--- src/rtl/wp_pkg.sv ---
package wp_pkg;

    // fault status word layout
    localparam int unsigned STAT_W        = 16;
    localparam int unsigned FLT_CODE_LSB  = 3;
    localparam int unsigned FLT_CODE_W    = 4;
    localparam int unsigned FLT_WRITE_BIT = 15;
    localparam logic [FLT_CODE_W-1:0] FLT_CODE_PROT = 4'd3;

    // width of one segment enable field: user bit, supervisor bit
    localparam int unsigned EN_W = 2;

    typedef enum logic {
        MODE_ALLOW_LIST = 1'b0,
        MODE_BLOCK      = 1'b1
    } prot_mode_e;

    function automatic logic [STAT_W-1:0] prot_fault_word();
        logic [STAT_W-1:0] w;
        w = '0;
        w[FLT_CODE_LSB +: FLT_CODE_W] = FLT_CODE_PROT;
        w[FLT_WRITE_BIT] = 1'b1;
        return w;
    endfunction

endpackage

--- src/rtl/wp_seg_regs.sv ---
module wp_seg_regs
    import wp_pkg::*;
#(
    parameter int unsigned NSEG = 2,
    parameter int unsigned AW   = 23,
    parameter int unsigned DW   = 32,
    localparam int unsigned SEGW = (NSEG > 1) ? $clog2(NSEG) : 1,
    localparam int unsigned SELW = SEGW + 1
) (
    input  logic                          clk,
    input  logic                          rst_n,
    input  logic                          we,
    input  logic [SELW-1:0]               sel,
    input  logic [DW-1:0]                 wdata,
    output logic [DW-1:0]                 rdata,
    output logic                          err,
    output logic [NSEG-1:0][AW-1:0]       seg_start,
    output logic [NSEG-1:0][AW-1:0]       seg_stop,
    output logic [NSEG-1:0][EN_W-1:0]     seg_en
);

    localparam int unsigned START_RSV_LSB = AW + EN_W;
    localparam int unsigned STOP_RSV_LSB  = AW;

    typedef struct packed {
        logic [NSEG-1:0][AW-1:0]   start;
        logic [NSEG-1:0][AW-1:0]   stop;
        logic [NSEG-1:0][EN_W-1:0] en;
        logic                      err;
    } regs_t;

    regs_t regs_d, regs_q;

    logic [SEGW-1:0] seg_idx;
    logic            pick_stop;
    logic            idx_ok;
    logic            rsv_start;
    logic            rsv_stop;

    always_comb begin
        seg_idx   = sel[SELW-1:1];
        pick_stop = sel[0];
        idx_ok    = (int'(seg_idx) < NSEG);
        rsv_start = |(wdata >> START_RSV_LSB);
        rsv_stop  = |(wdata >> STOP_RSV_LSB);

        regs_d = regs_q;
        if (we && idx_ok) begin
            if (pick_stop) begin
                regs_d.stop[seg_idx] = wdata[AW-1:0];
                if (rsv_stop) begin
                    regs_d.err = 1'b1;
                end
            end else begin
                regs_d.start[seg_idx] = wdata[AW-1:0];
                regs_d.en[seg_idx]    = wdata[AW +: EN_W];
                if (rsv_start) begin
                    regs_d.err = 1'b1;
                end
            end
        end

        rdata = '0;
        if (idx_ok) begin
            if (pick_stop) begin
                rdata[AW-1:0] = regs_q.stop[seg_idx];
            end else begin
                rdata[AW-1:0]     = regs_q.start[seg_idx];
                rdata[AW +: EN_W] = regs_q.en[seg_idx];
            end
        end
    end

    always_ff @(posedge clk or negedge rst_n) begin
        if (!rst_n) begin
            regs_q <= '0;
        end else begin
            regs_q <= regs_d;
        end
    end

    assign err       = regs_q.err;
    assign seg_start = regs_q.start;
    assign seg_stop  = regs_q.stop;
    assign seg_en    = regs_q.en;

endmodule

--- src/rtl/wp_seg_match.sv ---
module wp_seg_match
    import wp_pkg::*;
#(
    parameter int unsigned AW = 23
) (
    input  logic [AW-1:0]   start,
    input  logic [AW-1:0]   stop,
    input  logic [EN_W-1:0] en,
    input  logic [AW-1:0]   waddr,
    input  logic            super_acc,
    input  logic            dword,
    output logic            hit
);

    logic [AW-1:0] last_word;
    logic          mode_on;

    always_comb begin
        // the second word of a doubleword must also lie below stop
        last_word = {waddr[AW-1:1], waddr[0] | dword};
        mode_on   = super_acc ? en[1] : en[0];
        hit       = mode_on && (waddr >= start) && (last_word < stop);
    end

endmodule

--- src/rtl/wp_fault.sv ---
module wp_fault
    import wp_pkg::*;
#(
    parameter int unsigned AW = 23,
    localparam int unsigned BAW = AW + 2
) (
    input  logic              clk,
    input  logic              rst_n,
    input  logic              capture,
    input  logic [AW-1:0]     waddr,
    output logic [STAT_W-1:0] status,
    output logic [BAW-1:0]    byte_addr
);

    typedef struct packed {
        logic [STAT_W-1:0] status;
        logic [BAW-1:0]    addr;
    } flt_t;

    flt_t flt_d, flt_q;

    always_comb begin
        flt_d = flt_q;
        if (capture) begin
            flt_d.status = prot_fault_word();
            flt_d.addr   = {waddr, 2'b00};
        end
    end

    always_ff @(posedge clk or negedge rst_n) begin
        if (!rst_n) begin
            flt_q <= '0;
        end else begin
            flt_q <= flt_d;
        end
    end

    assign status    = flt_q.status;
    assign byte_addr = flt_q.addr;

endmodule

--- src/rtl/wp_guard.sv ---
module wp_guard
    import wp_pkg::*;
#(
    parameter int unsigned NSEG = 2,
    parameter int unsigned AW   = 23,
    parameter int unsigned DW   = 32,
    localparam int unsigned SEGW = (NSEG > 1) ? $clog2(NSEG) : 1,
    localparam int unsigned SELW = SEGW + 1
) (
    input  logic              clk,
    input  logic              rst_n,
    input  logic              cfg_we,
    input  logic [SELW-1:0]   cfg_sel,
    input  logic [DW-1:0]     cfg_wdata,
    output logic [DW-1:0]     cfg_rdata,
    output logic              cfg_err,
    input  logic              prot_block,
    input  logic              acc_valid,
    input  logic [AW-1:0]     acc_waddr,
    input  logic              acc_super,
    input  logic              acc_dword,
    output logic              acc_allow,
    output logic [STAT_W-1:0] flt_status,
    output logic [AW+1:0]     flt_addr
);

    logic [NSEG-1:0][AW-1:0]   seg_start;
    logic [NSEG-1:0][AW-1:0]   seg_stop;
    logic [NSEG-1:0][EN_W-1:0] seg_en;
    logic [NSEG-1:0]           seg_hit;
    logic                      checking;
    logic                      any_hit;
    logic                      refuse;
    prot_mode_e                mode;

    wp_seg_regs #(
        .NSEG (NSEG),
        .AW   (AW),
        .DW   (DW)
    ) i_regs (
        .clk       (clk),
        .rst_n     (rst_n),
        .we        (cfg_we),
        .sel       (cfg_sel),
        .wdata     (cfg_wdata),
        .rdata     (cfg_rdata),
        .err       (cfg_err),
        .seg_start (seg_start),
        .seg_stop  (seg_stop),
        .seg_en    (seg_en)
    );

    for (genvar g = 0; g < NSEG; g++) begin : g_seg
        wp_seg_match #(
            .AW (AW)
        ) i_match (
            .start     (seg_start[g]),
            .stop      (seg_stop[g]),
            .en        (seg_en[g]),
            .waddr     (acc_waddr),
            .super_acc (acc_super),
            .dword     (acc_dword),
            .hit       (seg_hit[g])
        );
    end

    always_comb begin
        mode     = prot_mode_e'(prot_block);
        checking = |seg_en;
        any_hit  = |seg_hit;
        refuse   = 1'b0;
        if (acc_valid && checking) begin
            if (mode == MODE_BLOCK) begin
                refuse = any_hit;
            end else begin
                refuse = !any_hit;
            end
        end
        acc_allow = !refuse;
    end

    wp_fault #(
        .AW (AW)
    ) i_fault (
        .clk       (clk),
        .rst_n     (rst_n),
        .capture   (refuse),
        .waddr     (acc_waddr),
        .status    (flt_status),
        .byte_addr (flt_addr)
    );

endmodule

--- config.mk ---
export PLATFORM = sky130hd
export DESIGN_NAME = wp_guard
export DESIGN_NICKNAME = d
export VERILOG_FILES = /design/src/rtl/wp_pkg.sv /design/src/rtl/wp_seg_regs.sv /design/src/rtl/wp_seg_match.sv /design/src/rtl/wp_fault.sv /design/src/rtl/wp_guard.sv
export SDC_FILE = /design/constraint.sdc
export NUM_CORES = 1
export LEC_CHECK = 0
export BUFFER_PORTS_ARGS = -buffer_cell sky130_fd_sc_hd__buf_2
export CORE_MARGIN = 2
export CORE_UTILIZATION = 57
export CTS_CLUSTER_SIZE = 10
export DETAILED_ROUTE_END_ITERATION = 10
export GPL_TIMING_DRIVEN = 0
export MAX_ROUTING_LAYER = met4
export PLACE_DENSITY = 0.9
export SYNTH_ARGS = -nofsm -noshare
export SYNTH_HDL_FRONTEND = slang
export SYNTH_SLANG_ARGS = --single-unit
--- constraint.sdc ---
create_clock -name clk -period 3.4 [get_ports clk]
set_input_delay 0.17 -clock clk [delete_from_list [all_inputs] [get_ports clk]]
set_output_delay 0.17 -clock clk [all_outputs]
set_load 0.01 [all_outputs]
==> impl_metrics.ini <==
[sta]
min_period_ns = 3.19
fin_worst_skew_ns = 0.00711
rsz0062_at_grt = no
drv_slew = 0
setup_viol = 0
post-route-period-util_pct = 93.9
hold_viol_final = 0
fmax_ghz = 0.313
max-slew-margin-rel_pct = 33.0
tightest_slew_ns = 1.00
fin_tns_setup_ns = 0

[route]
wl_per_cell_microns = 19.1
postRouteWirelength_mm = 19.5
vias = 5938
drt_iter0_drc = 523
viasPerCell = 5.80
drc = 0
antenna_left = 0
dr.pass1.iters = 5

[floorplanning]
pin_count = 139
core_area_sq_um = 13100
die_h_microns = 119
num_rows = 42
die_area_sq_um = 14200
initial_core_util_pct = 57.9
fp.dieW_microns = 119

[yosys]
synth_warnings = 0
syn_area_sq_um = 7570
async_flop_share_pct = 100
synth.avg_cell_area_sq_um = 11.4
yosys_most_used_dff = dfrtp_1
synth_edf_count = 0
synth_cell_type_count = 40
ys_ff_latch = 121
yosysSeqAreaShare_pct = 40.0
synthCells = 662

[global_route]
met2_usage_pct = 47.0
grt_overflow = 0
antenna_found_initial = 0
grt_pass1_wl_mm = 31.6
track_usage_pct = 29.8
grt-busiest-layer = met2
grt_max_degree = 65
use_met3_pct = 7.09
grt_pass1_vias = 6232
met1_usage_pct = 36.2

[pwr]
ir_drop_uv = 386
power.density_nw_per_um2 = 614
cellLeakagePower_nw = 4.66

[finish]
final_util_pct = 70.8
final_net_count = 989
num_antenna_cells = 0
layout-drive-gt1-share_pct = 35.3
multi_input_area_sq_um = 4000
area_growth_pct = 22.3
fin_area_sq_um = 9260
num-fill-cells = 860
register_area_sq_um = 3030

[cts]
root_buffer = clkbuf_16
tritoncts = built
cts_max_level = 4
clk_latency_ns = 0.43
cts_made_buffers = 17
cts_max_path_buffers = 2
clkTransAtPathRegs_ns = 0.06
clock_sinks = 121
post_cts_resize_count = 0

[critical_path]
worstPathRequired_ns = 3.23
startpoint_type = flop
arrival_ns = 3.02
crit_type = reg -> out
crit_path_end_kind = output pin
critPathMaxFanout = 10

[place]
gp_congestion = 0.898
postPlaceCellArea_sq_um = 8480
dp_hpwl_mm = 13.5
portBuffers = 116

[status]
status = finished, final reports clean

[worst_hold_path]
worstHoldPathType = in -> reg

[run]
cap_violations = 0
-- per-stage QoR --
stage                     worst slack [ns]  hold WS, ns  std cells  total power, W
after global routing                0.0748       0.0194       1023         0.00595
after global placement               0.360        0.415        975         0.00360
after floorplan                      0.796       -0.126        683         0.00310
final                                0.206       0.0139       1023         0.00568
after detailed placement             0.347        0.175        976         0.00370
after CTS                          0.00267      0.00114       1021         0.00565
-- power breakdown --
part | internal (W) | switching, W | leakage [nW]
Clock | 0.00127 | 0.000648 | 0.310
Combinational | 0.000892 | 0.000854 | 2.92
Sequential | 0.00178 | 0.000234 | 1.43
Total | 0.00395 | 0.00174 | 4.66
-- cell usage in the layout, fill, tap and decap left out, drive strengths merged, types with 5 or more instances in the layout --
cell	synthesis	final
nor2	13	13
a21o	11	11
inv	90	90
dlygate4sd3	0	14
a21oi	32	32
buf	27	146
mux2	97	97
dfrtp	121	121
clkbuf	16	38
clkinv	0	5
mux4	23	23
a211oi	6	6
ha	90	90
nand2	39	39
o21ai	40	40
conb	1	22
mux2i	5	5
nand4	15	15
nand3	8	8
-- flip-flops by register name, indices dropped and copies added (netlist names) --
register           flops
i_regs.seg_start      46
i_regs.seg_en          4
i_regs.seg_stop       46
i_fault.status         1
i_fault.byte_addr     23
i_regs.err             1
-- logic make-up (layout without fill, tap and decap cells) --
group                    after synthesis  in the layout  share of synthesized area [%]
multiplexers                         125            125                           23.0
flip-flops                           121            121                           40.0
buffers and inverters                133            297                           8.21
other                                  1             22                         0.0495
AND/OR/NAND/NOR                       93             93                           6.11
AO/OA/AOI/OAI                         99             99                           7.77
adder cells (fa/ha/maj)               90             90                           14.9
-- cell usage after synthesis (2+ instances only) --
cell	number	area (sq um)
nor2b_1	2	12.5
o21ai_1	2	10.0
nand2_1	39	146
mux2i_1	4	40.0
ha_1	90	1130
a31oi_1	2	12.5
mux2_2	79	890
and4_1	3	26.3
mux2_4	18	270
o211ai_2	2	25.0
mux4_2	23	518
nand3b_1	2	15.0
a211oi_1	6	45.0
nand4_1	15	93.8
nand3_1	8	40.0
nand2b_1	3	18.8
dfrtp_1	121	3030
nor4_1	2	12.5
nor2_1	13	48.8
o21ai_0	38	190
and3_1	2	12.5
a21o_1	11	82.6
buf_4	24	180
inv_1	90	338
buf_12	2	40.0
clkbuf_1	16	60.1
a21oi_1	32	160
-- path summary, 6_finish.rpt --
kind	to	cells after the start	start	slack [ns]
min in group asynchronous	i_regs.seg_stop[6]$_DFFE_PN0P_	2	rst_n	0.28
setup / recovery	acc_allow	11	i_regs.seg_start[25]$_DFFE_PN0P_	0.21
setup reg to reg	i_fault.byte_addr[7]$_DFFE_PN0P_	12	i_regs.seg_start[25]$_DFFE_PN0P_	0.37
hold reg to reg	i_regs.err$_DFFE_PN0P_	1	i_regs.err$_DFFE_PN0P_	0.46
hold / removal	i_regs.seg_en[0]$_DFFE_PN0P_	2	cfg_wdata[23]	0.01
max in group asynchronous	i_regs.seg_start[39]$_DFFE_PN0P_	3	rst_n	2.42
-- critical path, stage by stage (launching register included) --
cell and delay, ns:
dfrtp_1 0.38, inv_1 0.06, ha_1 0.29, nand2_1 0.06, o21ai_0 0.22, a31oi_1 0.15
o21ai_0 0.35, a21oi_1 0.15, o32ai_2 0.24, mux2i_4 0.37, buf_12 0.19, buf_2 0.14
-- per-layer routing --
layer / routed length [microns] / up-vias / share of wire [%]
li1: - / 2658 / -
met4: 676 / 0 / 3.5
met2: 9440 / 342 / 48
met1: 7670 / 2874 / 39
met5: 0 / - / 0
met3: 1740 / 64 / 8.9
-- final cells by class --
class                           count  share of cell area (%)
Buffer                             43                    3.07
Clock buffer                       22                    5.12
Timing Repair Buffer              133                    8.31
Inverter                           90                    3.65
Clock inverter                      9                    1.57
Sequential cell                   121                    32.7
Multi-Input combinational cell    429                    43.2
Tap cell                          176                    2.38
-- timing repair --
action,in CTS,in global routing
buffers inserted,0,2
setup endpoints to repair,0,1
hold endpoints to repair,70,0
hold buffers,14,0
(Power assumes the default switching activity.)
